### config.mk
export PLATFORM = sky130hd
export DESIGN_NAME = gpio_port
export DESIGN_NICKNAME = d
export VERILOG_FILES = /design/src/rtl/gpio_port.sv
export SDC_FILE = /design/constraint.sdc
export NUM_CORES = 1
export LEC_CHECK = 0
export ABC_CLOCK_PERIOD_IN_PS = 800
export BUFFER_PORTS_ARGS = -buffer_cell sky130_fd_sc_hd__buf_4
export CELL_PAD_IN_SITES_DETAIL_PLACEMENT = 1
export CELL_PAD_IN_SITES_GLOBAL_PLACEMENT = 1
export CORE_MARGIN = 2
export CORE_UTILIZATION = 25
export DETAILED_ROUTE_END_ITERATION = 6
export HOLD_SLACK_MARGIN = 0.1
export PLACE_DENSITY_LB_ADDON = 0.3
export SYNTH_ARGS = -nofsm -noshare
export SYNTH_HDL_FRONTEND = slang
export SYNTH_SLANG_ARGS = --single-unit
export TNS_END_PERCENT = 100
### constraint.sdc
create_clock -name clk -period 0.8 [get_ports clk]
set_input_delay 0.04 -clock clk [delete_from_list [all_inputs] [get_ports clk]]
set_output_delay 0.04 -clock clk [all_outputs]
set_load 0.01 [all_outputs]
### src/rtl/gpio_port.sv
module gpio_port #(
  parameter int WIDTH  = 8,
  parameter int ADDR_W = 2
) (
  input  logic              clk,
  input  logic              rst,
  input  logic [ADDR_W-1:0] bus_addr,
  input  logic [WIDTH-1:0]  bus_wdata,
  input  logic              bus_we,
  input  logic              bus_re,
  output logic [WIDTH-1:0]  bus_rdata,
  input  logic [WIDTH-1:0]  pad_in,
  output logic [WIDTH-1:0]  pin_oe,
  output logic [WIDTH-1:0]  pin_out,
  output logic [WIDTH-1:0]  pin_pullup
);

  localparam logic [ADDR_W-1:0] OFS_PAD = ADDR_W'(0);
  localparam logic [ADDR_W-1:0] OFS_DIR = ADDR_W'(1);
  localparam logic [ADDR_W-1:0] OFS_LVL = ADDR_W'(2);

  logic [WIDTH-1:0] dir_q, lvl_q, meta_q, sync_q;

  always_ff @(posedge clk) begin
    if (rst) begin
      dir_q <= '0;
      lvl_q <= '0;
    end else if (bus_we) begin
      if (bus_addr == OFS_DIR) dir_q <= bus_wdata;
      if (bus_addr == OFS_LVL) lvl_q <= bus_wdata;
    end
  end

  always_ff @(posedge clk) begin
    meta_q <= pad_in;
    sync_q <= meta_q;
  end

  for (genvar n = 0; n < WIDTH; n++) begin : g_pin
    assign pin_oe[n]     = dir_q[n];
    assign pin_out[n]    = dir_q[n] & lvl_q[n];
    assign pin_pullup[n] = ~dir_q[n] & lvl_q[n];
  end

  always_comb begin
    bus_rdata = '0;
    if (bus_re) begin
      unique case (bus_addr)
        OFS_PAD: bus_rdata = sync_q;
        OFS_DIR: bus_rdata = dir_q;
        OFS_LVL: bus_rdata = lvl_q;
        default: bus_rdata = '0;
      endcase
    end
  end

  logic [1:0] age_q;
  always_ff @(posedge clk) begin
    if (rst) age_q <= '0;
    else if (age_q != 2'd2) age_q <= age_q + 2'd1;
  end

  a_r1_dir_load: assert property (@(posedge clk) disable iff (rst)
    (bus_we && bus_addr == OFS_DIR) |=> pin_oe == $past(bus_wdata));

  a_r1_lvl_load: assert property (@(posedge clk) disable iff (rst)
    (bus_we && bus_addr == OFS_LVL) |=> (pin_out | pin_pullup) == $past(bus_wdata));

  a_r4_no_pull_on_out: assert property (@(posedge clk) disable iff (rst)
    (pin_pullup & pin_oe) == '0);

  a_r5_sync_delay: assert property (@(posedge clk) disable iff (rst)
    (age_q == 2'd2 && bus_re && bus_addr == OFS_PAD) |-> bus_rdata == $past(pad_in, 2));

  a_r7_pad_write_inert: assert property (@(posedge clk) disable iff (rst)
    (bus_we && bus_addr == OFS_PAD) |=> $stable(pin_oe) && $stable(pin_out) && $stable(pin_pullup));

  a_r8_unmapped_read: assert property (@(posedge clk) disable iff (rst)
    (bus_re && bus_addr == ADDR_W'(3)) |-> bus_rdata == '0);

  a_r9_idle_bus: assert property (@(posedge clk) disable iff (rst)
    !bus_re |-> bus_rdata == '0);

  a_r10_reset_clear: assert property (@(posedge clk)
    rst |=> pin_oe == '0 && pin_pullup == '0);

endmodule

# Word-level counts from Yosys, hierarchy flattened
# Cells that the tools add are included.
[word_totals]
reg_bits = 32
latch_bits = 0
ram_bits = 0
mem_bits_ro = 0
inputBits = 22
out_inout_bits = 32
elab_cells = 35
mem_count = 0
[classes]
n_addsub = 0
mul = 0
n_div = 0
magnitude_cmp = 0
eq_ne = 2
shift = 0
mux = 2
bitwise = 24
reduce_logical = 3
[op_table]
columns = ["operator", "n"]
rows = [
  ["$pmux 8 s3", 1],
  ["$and 1x1->1", 16],
  ["$mux 8", 1],
  ["$not 1->1", 8],
  ["$reduce_and 2->1", 2],
  ["$eq 2x1->1 const B", 1],
  ["$eq 2x2->1 const B", 1],
  ["$logic_not 2->1", 1],
]

# Depth between registers and ports, before layout
# Gate-level depths: netlist of the first run.
[logic_depth]
word_depth = 3
ltp_mapped = 4
ltp_nobuf = 2

# Least setup slack after synthesis of the first run
# OpenSTA, ideal clock, no wires.
[synth_path]
kind = "register to output"
from = "register dir_q[0] (netlist: pin_oe[0])"
to = "output bus_rdata[0]"
arrival_time_ns = 0.729
path_slack_ns = 0.031
path_stages_with_launch = 3
cell_sequence = "dfxtp_1 -> mux2i_1 -> o22ai_1"
[synth_between]
elab_chain_len = 2
[synth_lines]
columns = ["item", "line", "rtl"]
rows = [
  ["start: declaration", "22", "logic [WIDTH-1:0] dir_q, lvl_q, meta_q, sync_q;"],
  ["start signal: assignment", "29", "if (bus_addr == OFS_DIR) dir_q <= bus_wdata;"],
  ["$pmux 8 s3", "48", "unique case (bus_addr)"],
  ["$mux 8", "47", "if (bus_re) begin"],
  ["end: declaration", "11", "output logic [WIDTH-1:0] bus_rdata,"],
]
# Every way passes these cells.

# Final worst setup path of the first run
[layout_path]
from = "register dir_q[4] (netlist: pin_oe[4])"
to = "output bus_rdata[4]"
# Same word-level chain as after synthesis.

==> results of run 1 <==
-- layout make-up --
type / count / area, µm² / area share (%)
well taps: 70 / 87.6 / 3.64
repair buffers: 86 / 835 / 34.7
clock buffers: 7 / 96.3 / 4.01
multi-input cells: 84 / 684 / 28.5
clock inverters: 1 / 30.0 / 1.25
flip-flops and latches: 32 / 671 / 27.9
-- worst max-delay path by stage --
stage,from,endpoint,cells after the start
floorplan,pin_oe[0],bus_rdata[0],2
global placement,bus_addr[0],bus_rdata[6],4
detailed placement,bus_addr[1],bus_rdata[4],4
CTS,pin_oe[4],bus_rdata[4],3
global route,pin_oe[0],bus_rdata[0],3
finish,pin_oe[4],bus_rdata[4],3
-- registers in the layout, indices dropped and copies added, names as in the netlist --
signal and flops:
sync_q 8, meta_q 8, lvl_q 8, pin_oe 8
-- critical path: stages (launching register included) --
cell and delay, ns:
dfxtp_2 0.34, mux2i_1 0.08, o22ai_1 0.20, buf_4 0.17
-- through the flow --
step | total power [W] | util [%]
global route | 0.00410 | 47.4
CTS | 0.00396 | 45.1
global placement | 0.00215 | 36.5
finish | 0.00394 | 47.4
detailed placement | 0.00217 | 36.5
floorplan | 0.00193 | -
-- where the power goes --
group	total [W]	switching [W]	leakage, nW	internal, W
clock	0.00168	0.000581	0.0645	0.00110
sequential	0.00170	0.0000382	0.274	0.00166
combinational	0.000559	0.000213	0.755	0.000345
-- logic make-up (layout without fill, tap and decap cells) --
group,Yosys count,count (layout),share of synthesized area (%)
mux,24,24,18.4
simple gates,52,52,24.6
compound gates,8,8,3.83
flops,32,32,49.0
buf+inv,8,94,4.21
-- layer usage --
| metal | global-route usage [%] | share of wire [%] |
|---|---|---|
| met1 | 15.2 | 43 |
| met2 | 23.1 | 51 |
| met3 | 3.44 | 3.9 |
| met4 | 5.64 | 2.4 |
| met5 | 0 | 0 |
-- placed cells by master, fill, tap and decap left out, drive strengths merged --
| master | Yosys | final |
|---|---|---|
| buf | 5 | 70 |
| dfxtp | 32 | 32 |
| nand2b | 26 | 26 |
| mux2i | 24 | 24 |
| dlygate4sd3 | 0 | 16 |
| nand2 | 8 | 8 |
| o22ai | 8 | 8 |
| and2 | 8 | 8 |
| nor2b | 8 | 8 |
| clkbuf | 3 | 7 |
| and3b | 1 | 1 |
| nand3b | 1 | 1 |
| bufinv | 0 | 1 |
-- timing repair --
item | in CTS | in global routing
hold buffers | 16 | 0
endpoints found under the hold margin | 24 | 0
pin swaps | 6 | 2
buffers inserted | 3 | 2
setup endpoints to repair | 32 | 33
gates resized for setup | 46 | 26
==> flow_summary.toml, run 1 <==
[critical_path]
critical_path_required_ns = 0.76
r2r_end = "pin_oe[3]"
r2r_start = "pin_oe[3]"
crit_type = "flop to output port"
crit_fanout = 2
r2r.worst_path.cells = 4
startpoint_type = "flop"
endpoint_kind = "output port"
crit_arrival_ns = 1.06
r2r_setup_slack_ns = 0.02

[synth]
synth_cell_types = 12
synthCells = 124
netlist_area_um2 = 1310
ys.warnings.count = 0
yosys_most_used_dff = "dfxtp_1"
synthTopCellsByArea = "dfxtp_1 49%, mux2i_1 18%, nand2b_1 12%, and2_1 3.8%, nor2b_1 3.8%"
ys_seq_area_share_pct = 49.0
yosysTopAreaCell = "dfxtp_1"
yosys-top-cells-count = "32 x dfxtp_1, 26 x nand2b_1, 24 x mux2i_1"
ys_ff_latch = 32
synth_top_area_share_pct = 49.0
synthArstFlopShare_pct = 0
syn_avg_cell_area_um2 = 10.5
synth.most_common_cell = "dfxtp_1"
synth_nets = 146
synth-edff-count = 0

[drt]
drt-pass1-iter-count = 2
wirelength_um = 3780
route.vias.total = 1187
drc_errors = 0
ant_nets = 0
avgViaCountPerCell = 4.24
post_drt_wl_per_cell_um = 13.5
drtIter0Drc = 25

[die]
floorplan.initialDensity_pct = 25.8
rows = 26
die_area_um2 = 5820
core_area_um2 = 5070
die_x_um = 76.3
ios = 54
die_y_um = 76.3

[timing]
relSlewSlack_pct = 72.6
fin_crit_sh_pct = 137
skew_ns = 0.000616
rsz0062_at_grt = "yes"
fmax_mhz = 913
fin_crit_ns = 1.10
setup_viol = 32
holdWs_ns = 0.195
setup_tns_ns = -5.81
layout_setup_ws_ns = -0.296
slew_violations = 0
worst_slew_pin_slew_ns = 0.412
hold_violations = 0

[placed_design]
placed_cell_area_um2 = 1850
place_worst_setup_slack_ns = -0.187
place_congestion = 0.676
portBuffers = 53
dp.cells = 251
dpl.hpwl_um = 2640

[layout]
nets = 231
fill_cells = 576
diodes = 0
drive_gt1_share_pct = 52.4
stdcell_area_um2 = 2400
instances_no_fill = 280
areaGrowthSynthToFinish_pct = 83.8

[clock_tree]
cts_tree = "done"
cts.sinks = 32
clockBufferDepth = 2
cts-root-buf = "clkbuf_8"
htree_levels = 2
clkTransAtPathRegs_ns = 0.07
cts_buffers = 5
insertion_delay_ns = 0.28

[global_route]
grt_pass1_vias = 1272
grt_remaining_overflow = 0
grt_util_all_layers_pct = 13.2
grt_max_degree = 25
grt_pass1_wl_um = 6040
antenna_found_initial = 0

[outcome]
status = "finished with violations"
violations = "setup timing"

[power]
p_leak_nw = 1.09
powerDensity_nw_per_um2 = 1640
ir_drop_uv = 819

[min_path]
min_to = "lvl_q[0]"
hp-start = "rst"
holdPathStages = 3
holdCritPathClass = "input port to flop"

[flow_run]
maxCapViolations = 0
(Power assumes the default switching activity.)
==> inputs of run 2 (changes only) <==
--- a/config.mk
+++ b/config.mk
@@ -5,6 +5,7 @@
 export SDC_FILE = /design/constraint.sdc
 export NUM_CORES = 1
 export LEC_CHECK = 0
+export ABC_AREA = 1
 export ABC_CLOCK_PERIOD_IN_PS = 800
 export BUFFER_PORTS_ARGS = -buffer_cell sky130_fd_sc_hd__buf_4
 export CELL_PAD_IN_SITES_DETAIL_PLACEMENT = 1
@@ -12,6 +13,7 @@
 export CORE_MARGIN = 2
 export CORE_UTILIZATION = 25
 export DETAILED_ROUTE_END_ITERATION = 6
+export GPL_TIMING_DRIVEN = 1
 export HOLD_SLACK_MARGIN = 0.1
 export PLACE_DENSITY_LB_ADDON = 0.3
 export SYNTH_ARGS = -nofsm -noshare
==> run 2 against run 1 <==
Against the previous run: the flow still finishes with violations (setup timing); synthesized cell count up 47%; clock power down 26%; register-to-register slack worse by 0.12 ns; via count up 29%; final area up 9.9%; critical path type unchanged.
==> flow_summary.toml, run 2 <==
[die]
core_area_um2 = 5110
ios = 54
floorplan.initialDensity_pct = 25.8
rows = 26
die_area_um2 = 5860
die_y_um = 76.6
die_x_um = 76.6

[synth]
ys.warnings.count = 0
synthAdderAreaFrac_pct = 0
synthSimpleGateAreaFrac_pct = 36.4
synthTopCellsByArea = "dfxtp_1 49%, nand2_1 13%, nand3_1 9.5%, inv_1 6.8%, nor2_1 6.6%"
synthArstFlopShare_pct = 0
synth-xor-area-share_pct = 0
synth-edff-count = 0
yosys_most_used_dff = "dfxtp_1"
synth_top_area_share_pct = 48.7
yosys-top-cells-count = "47 x nand2_1, 32 x dfxtp_1, 25 x nand3_1"
ys_ff_latch = 32
synthCells = 182
netlist_area_um2 = 1320
ys_seq_area_share_pct = 48.7
synth_nets = 204
syn_avg_cell_area_um2 = 7.23
synth.most_common_cell = "nand2_1"
synth_cell_types = 17
synth_compound_area_share_pct = 3.04
yosysTopAreaCell = "dfxtp_1"
synth_top_family_by_area = "simple AND/OR/NAND/NOR gates"
synth.area.mux_share_pct = 0

[clock_tree]
cts_tree = "done"
insertion_delay_ns = 0.27
cts.sinks = 32
htree_levels = 2
ctsHoldBuffers = 17
cts_buffers = 5
clockBufferDepth = 2
cts-root-buf = "clkbuf_8"
clkTransAtPathRegs_ns = 0.07

[min_path]
holdCritPathClass = "input port to flop"
min_to = "pin_oe[1]"
hp-start = "rst"
holdPathStages = 2

[placed_design]
portBuffers = 53
place_congestion = 0.760
dpl.hpwl_um = 3010
dp.cells = 318

[drt]
post_drt_wl_per_cell_um = 13.1
avgViaCountPerCell = 4.35
wirelength_um = 4610
drt-pass1-iter-count = 4
route.vias.total = 1527
drtIter0Drc = 45
drc_errors = 0
ant_nets = 0

[critical_path]
startpoint_type = "flop"
crit_type = "flop to output port"
cp_top_family = "buffers and inverters"
max_stage_delay_ns = 0.36
crit_chain = "buf_4, buf_6, buf_4"
r2r_start = "lvl_q[1]"
crit_fanout = 4
cp_slowest_cell = "dfxtp_4"
r2r_setup_slack_ns = -0.10
crit_buf_inv = 3
r2r_end = "lvl_q[1]"
critical_path_required_ns = 0.76
timing.critical_path.mode_cell = "buf_4"
crit_arrival_ns = 1.01
r2r.worst_path.cells = 6
endpoint_kind = "output port"

[layout]
final_common_cell = "buf_4"
final_util_pct = 51.7
instances_no_fill = 351
fill_cells = 622
areaGrowthSynthToFinish_pct = 101
diodes = 0
nets = 302
mostFrequentLayoutCells = "44 x buf_4, 39 x buf_6, 27 x nand2_1"
drive_gt1_share_pct = 65.8

[timing]
layout_setup_ws_ns = -0.252
relSlewSlack_pct = 83.0
slew_violations = 0
skew_ns = 0.000645
fin_crit_sh_pct = 131
setup_tns_ns = -5.99
rsz0062_at_grt = "yes"
fin_crit_ns = 1.05
holdWs_ns = 0.0145
hold_violations = 0
worst_slew_pin_slew_ns = 0.255
setup_viol = 37
fmax_mhz = 951

[global_route]
grt_util_all_layers_pct = 15.6
grt_max_degree = 17
grt_remaining_overflow = 0
antenna_found_initial = 0
grt_pass1_vias = 1579
grt_pass1_wl_um = 7290

[flow_run]
maxCapViolations = 0

[outcome]
violations = "setup timing"
status = "finished with violations"

[power]
power_w = 0.00371
powerDensity_nw_per_um2 = 1410
p_leak_nw = 1.33
ir_drop_uv = 797
-- run 2: cell count changes after synthesis, moves of 2 or more --
cell,before,now
a21oi_1,0,8
and2_1,8,0
inv_1,0,24
inv_2,0,2
mux2i_1,24,0
nand2_1,8,47
nand2b_1,26,0
nand3_1,0,25
nand4_1,0,8
nor2_1,0,23
nor2b_1,8,0
o22ai_1,8,0
-- run 2: per-stage QoR --
| step | setup slack [ns] | cell area (µm²) |
|---|---|---|
| final | -0.252 | 2640 |
| after global routing | -0.314 | 2640 |
| after detailed placement | -0.0742 | 1910 |
| after global placement | -0.0466 | 1910 |
| after CTS | -0.263 | 2350 |
| after floorplan | 0.0538 | 1320 |
-- run 2: cells by family (layout without fill, tap and decap cells) --
logic type             after synthesis  after routing
flip-flops                          32             32
AND/OR/NAND/NOR                    107            107
buffers and inverters               35            134
AO/OA/AOI/OAI                        8              8
-- run 2: how the worst max path moves through the flow --
stage	depth (start not counted)	slack, ns	startpoint	endpoint
6_report	3	-0.25	pin_oe[7]	pin_oe[7]
5_1_grt	5	-0.31	pin_oe[5]	bus_rdata[5]
4_1_cts	5	-0.26	pin_oe[4]	bus_rdata[4]
3_5_place_dp	5	-0.07	bus_addr[0]	lvl_q[5]
3_3_place_gp	5	-0.05	bus_addr[0]	lvl_q[5]
2_1_floorplan	4	0.05	pin_oe[0]	bus_rdata[0]
-- run 2: where the power goes --
| part | leakage, nW | internal, W | total (W) | switching [W] |
|---|---|---|---|---|
| Clock | 0.0455 | 0.000701 | 0.00125 | 0.000554 |
| Combinational | 1.01 | 0.000387 | 0.000739 | 0.000352 |
| Sequential | 0.273 | 0.00167 | 0.00172 | 0.0000444 |
-- run 2: per-layer routing --
layer / GRT usage [%] / part of all wire (%) / vias to the layer above
li1: - / - / 762
met1: 17.8 / 42 / 712
met2: 28.6 / 53 / 46
met3: 3.67 / 4.3 / 7
met4: 5.09 / 1.2 / 0
met5: 0 / 0 / -
-- run 2: final cells by class --
cell class / instances / area, µm² / area share [%]
inverters: 27 / 114 / 4.31
multi-input cells: 115 / 754 / 28.6
repair buffers: 99 / 930 / 35.2
clock buffers: 8 / 90.1 / 3.41
flip-flops and latches: 32 / 666 / 25.2
well taps: 70 / 87.6 / 3.32
-- run 2: what timing repair did --
item,in CTS,in global routing
endpoints found under the hold margin,24,8
buffers inserted,4,6
resized for setup,65,78
setup endpoints to repair,32,44
pin swaps,18,23
==> inputs of run 3 (changes only) <==
--- a/config.mk
+++ b/config.mk
@@ -8,7 +8,7 @@
 export ABC_AREA = 1
 export ABC_CLOCK_PERIOD_IN_PS = 800
 export BUFFER_PORTS_ARGS = -buffer_cell sky130_fd_sc_hd__buf_4
-export CELL_PAD_IN_SITES_DETAIL_PLACEMENT = 1
+export CELL_PAD_IN_SITES_DETAIL_PLACEMENT = 0
 export CELL_PAD_IN_SITES_GLOBAL_PLACEMENT = 1
 export CORE_MARGIN = 2
 export CORE_UTILIZATION = 25
==> run 3 against run 2 <==
Against the previous run: the flow still finishes with violations (setup timing); clock skew hardly changed; first-iteration DRC count is 18% lower; register-to-register slack better by 0.10 ns; global-route usage is 2.7 points lower; clock power is 9.6% lower; combinational power is 12% lower; sequential power hardly changed; critical endpoint is now bus_rdata[6]; highest routed layer unchanged.
==> flow_summary.toml, run 3 (synthesis results as in run 2) <==
[critical_path]
crit_chain = "nand3_1, nand3_2, nand2_1, inv_1, buf_4"
cp_slowest_cell = "dfxtp_2"
crit_fanout = 2
startpoint_type = "flop"
crit_type = "flop to output port"
endpoint_kind = "output port"
crit_buf_inv = 2
max_stage_delay_ns = 0.34
crit_arrival_ns = 1.02
critical_path_required_ns = 0.76
cp_top_family = "flip-flops"

[drt]
drtIter0Drc = 37
ant_nets = 0
wirelength_um = 3810
met3_length_um = 232
avgViaCountPerCell = 4.18
route.vias.total = 1439
post_drt_wl_per_cell_um = 11.1
dr_wl_met2_um = 1900
drt-pass1-iter-count = 4
routed.top_layer = "met4"
wl_met1_um = 1610
drc_errors = 0

[layout]
fill_cells = 564
final_common_cell = "buf_4"
diodes = 0
instances_no_fill = 344
nets = 296
drive_gt1_share_pct = 57.3
areaGrowthSynthToFinish_pct = 86.4
mostFrequentLayoutCells = "51 x buf_4, 39 x nand2_1, 25 x buf_6"

[placed_design]
place_congestion = 0.760
dpl.hpwl_um = 2670
dp.cells = 318
portBuffers = 53

[power]
ir_drop_uv = 1070
powerDensity_nw_per_um2 = 1430
p_leak_nw = 1.24
power_w = 0.00350

[global_route]
antenna_found_initial = 0
grt_max_degree = 17
grt_pass1_wl_um = 5920
grt_remaining_overflow = 0
grt_pass1_vias = 1295
grt_util_all_layers_pct = 13.0

[clock_tree]
clockBufferDepth = 2
htree_levels = 2
cts.sinks = 32
clkTransAtPathRegs_ns = 0.06
cts_tree = "done"
insertion_delay_ns = 0.27
cts-root-buf = "clkbuf_8"
cts_buffers = 5

[die]
die_x_um = 76.6
die_y_um = 76.6
core_area_um2 = 5110
rows = 26
ios = 54
die_area_um2 = 5860
floorplan.initialDensity_pct = 25.8

[timing]
worst_slew_pin_slew_ns = 0.357
slew_violations = 0
fin_crit_sh_pct = 133
relSlewSlack_pct = 76.1
fin_crit_ns = 1.06
skew_ns = 0.000604
hold_violations = 0
setup_viol = 39
setup_tns_ns = -5.63
fmax_mhz = 941
rsz0062_at_grt = "yes"
layout_setup_ws_ns = -0.262

[flow_run]
maxCapViolations = 0

[outcome]
status = "finished with violations"
violations = "setup timing"

[min_path]
holdCritPathClass = "input port to flop"
## run 3: changes by cell type in the layout (fill, tap and decap cells not counted), moves of 4 or more
cell | previous run | this run
nand2_4 | 7 | 1
buf_4 | 44 | 51
a21oi_2 | 6 | 2
a21oi_1 | 2 | 6
inv_1 | 5 | 9
nand2_1 | 27 | 39
nand2_2 | 14 | 8
buf_6 | 39 | 25
## run 3: cell type report
cell class	instances	area, µm²	share of cell area [%]
well taps	70	87.6	3.57
clock inverters	1	5.00	0.204
flip-flops and latches	32	666	27.1
clock buffers	6	72.6	2.96
repair buffers	93	835	34.0
multi-input cells	115	679	27.7
inverters	27	109	4.44
## run 3: per-stage QoR
stage / hold WS [ns] / setup WS, ns / utilization (%) / instance area [µm²]
finish: 0.0730 / -0.262 / 48.0 / 2450
global route: 0.0750 / -0.312 / 48.0 / 2450
CTS: 0.0686 / -0.240 / 44.5 / 2270
detailed placement: 0.146 / -0.0465 / 37.3 / 1910
global placement: 0.145 / -0.0466 / 37.3 / 1910
floorplan: 0.0677 / 0.0538 / - / 1320
## run 3: worst min-delay path, delay by kind of cell
kind          cells  cell delay (ns)
buf+inv           2             0.17
simple gates      2             0.11
## run 3: layer usage
metal | track usage (%) | up-vias
met2 | 21.9 | 48
met1 | 15.4 | 634
met4 | 5.27 | 0
met5 | 0 | -
li1 | - | 751
met3 | 3.91 | 6
## run 3: where the power goes
group	switching, W	total [W]	internal, W	leakage, nW
logic	0.000306	0.000654	0.000347	0.927
registers	0.0000420	0.00172	0.00167	0.273
clock network	0.000538	0.00113	0.000590	0.0410
## run 3: worst paths after layout
check             startpoint           end  slack (ns)  cells after the start
setup / recovery    lvl_q[6]  bus_rdata[6]       -0.26                      5
hold / removal           rst      lvl_q[0]        0.07                      4
setup reg to reg   pin_oe[1]     pin_oe[1]           0                      4
hold reg to reg    meta_q[4]     sync_q[4]        0.33                      0
## run 3: timing repair
action / 4_1_cts / 5_1_grt
pin swaps: 12 / 15
hold buffers: 17 / 1
buffers inserted: 1 / 1
resized for setup: 42 / 58
endpoints found under the setup margin: 32 / 40
hold endpoints to repair: 24 / 8
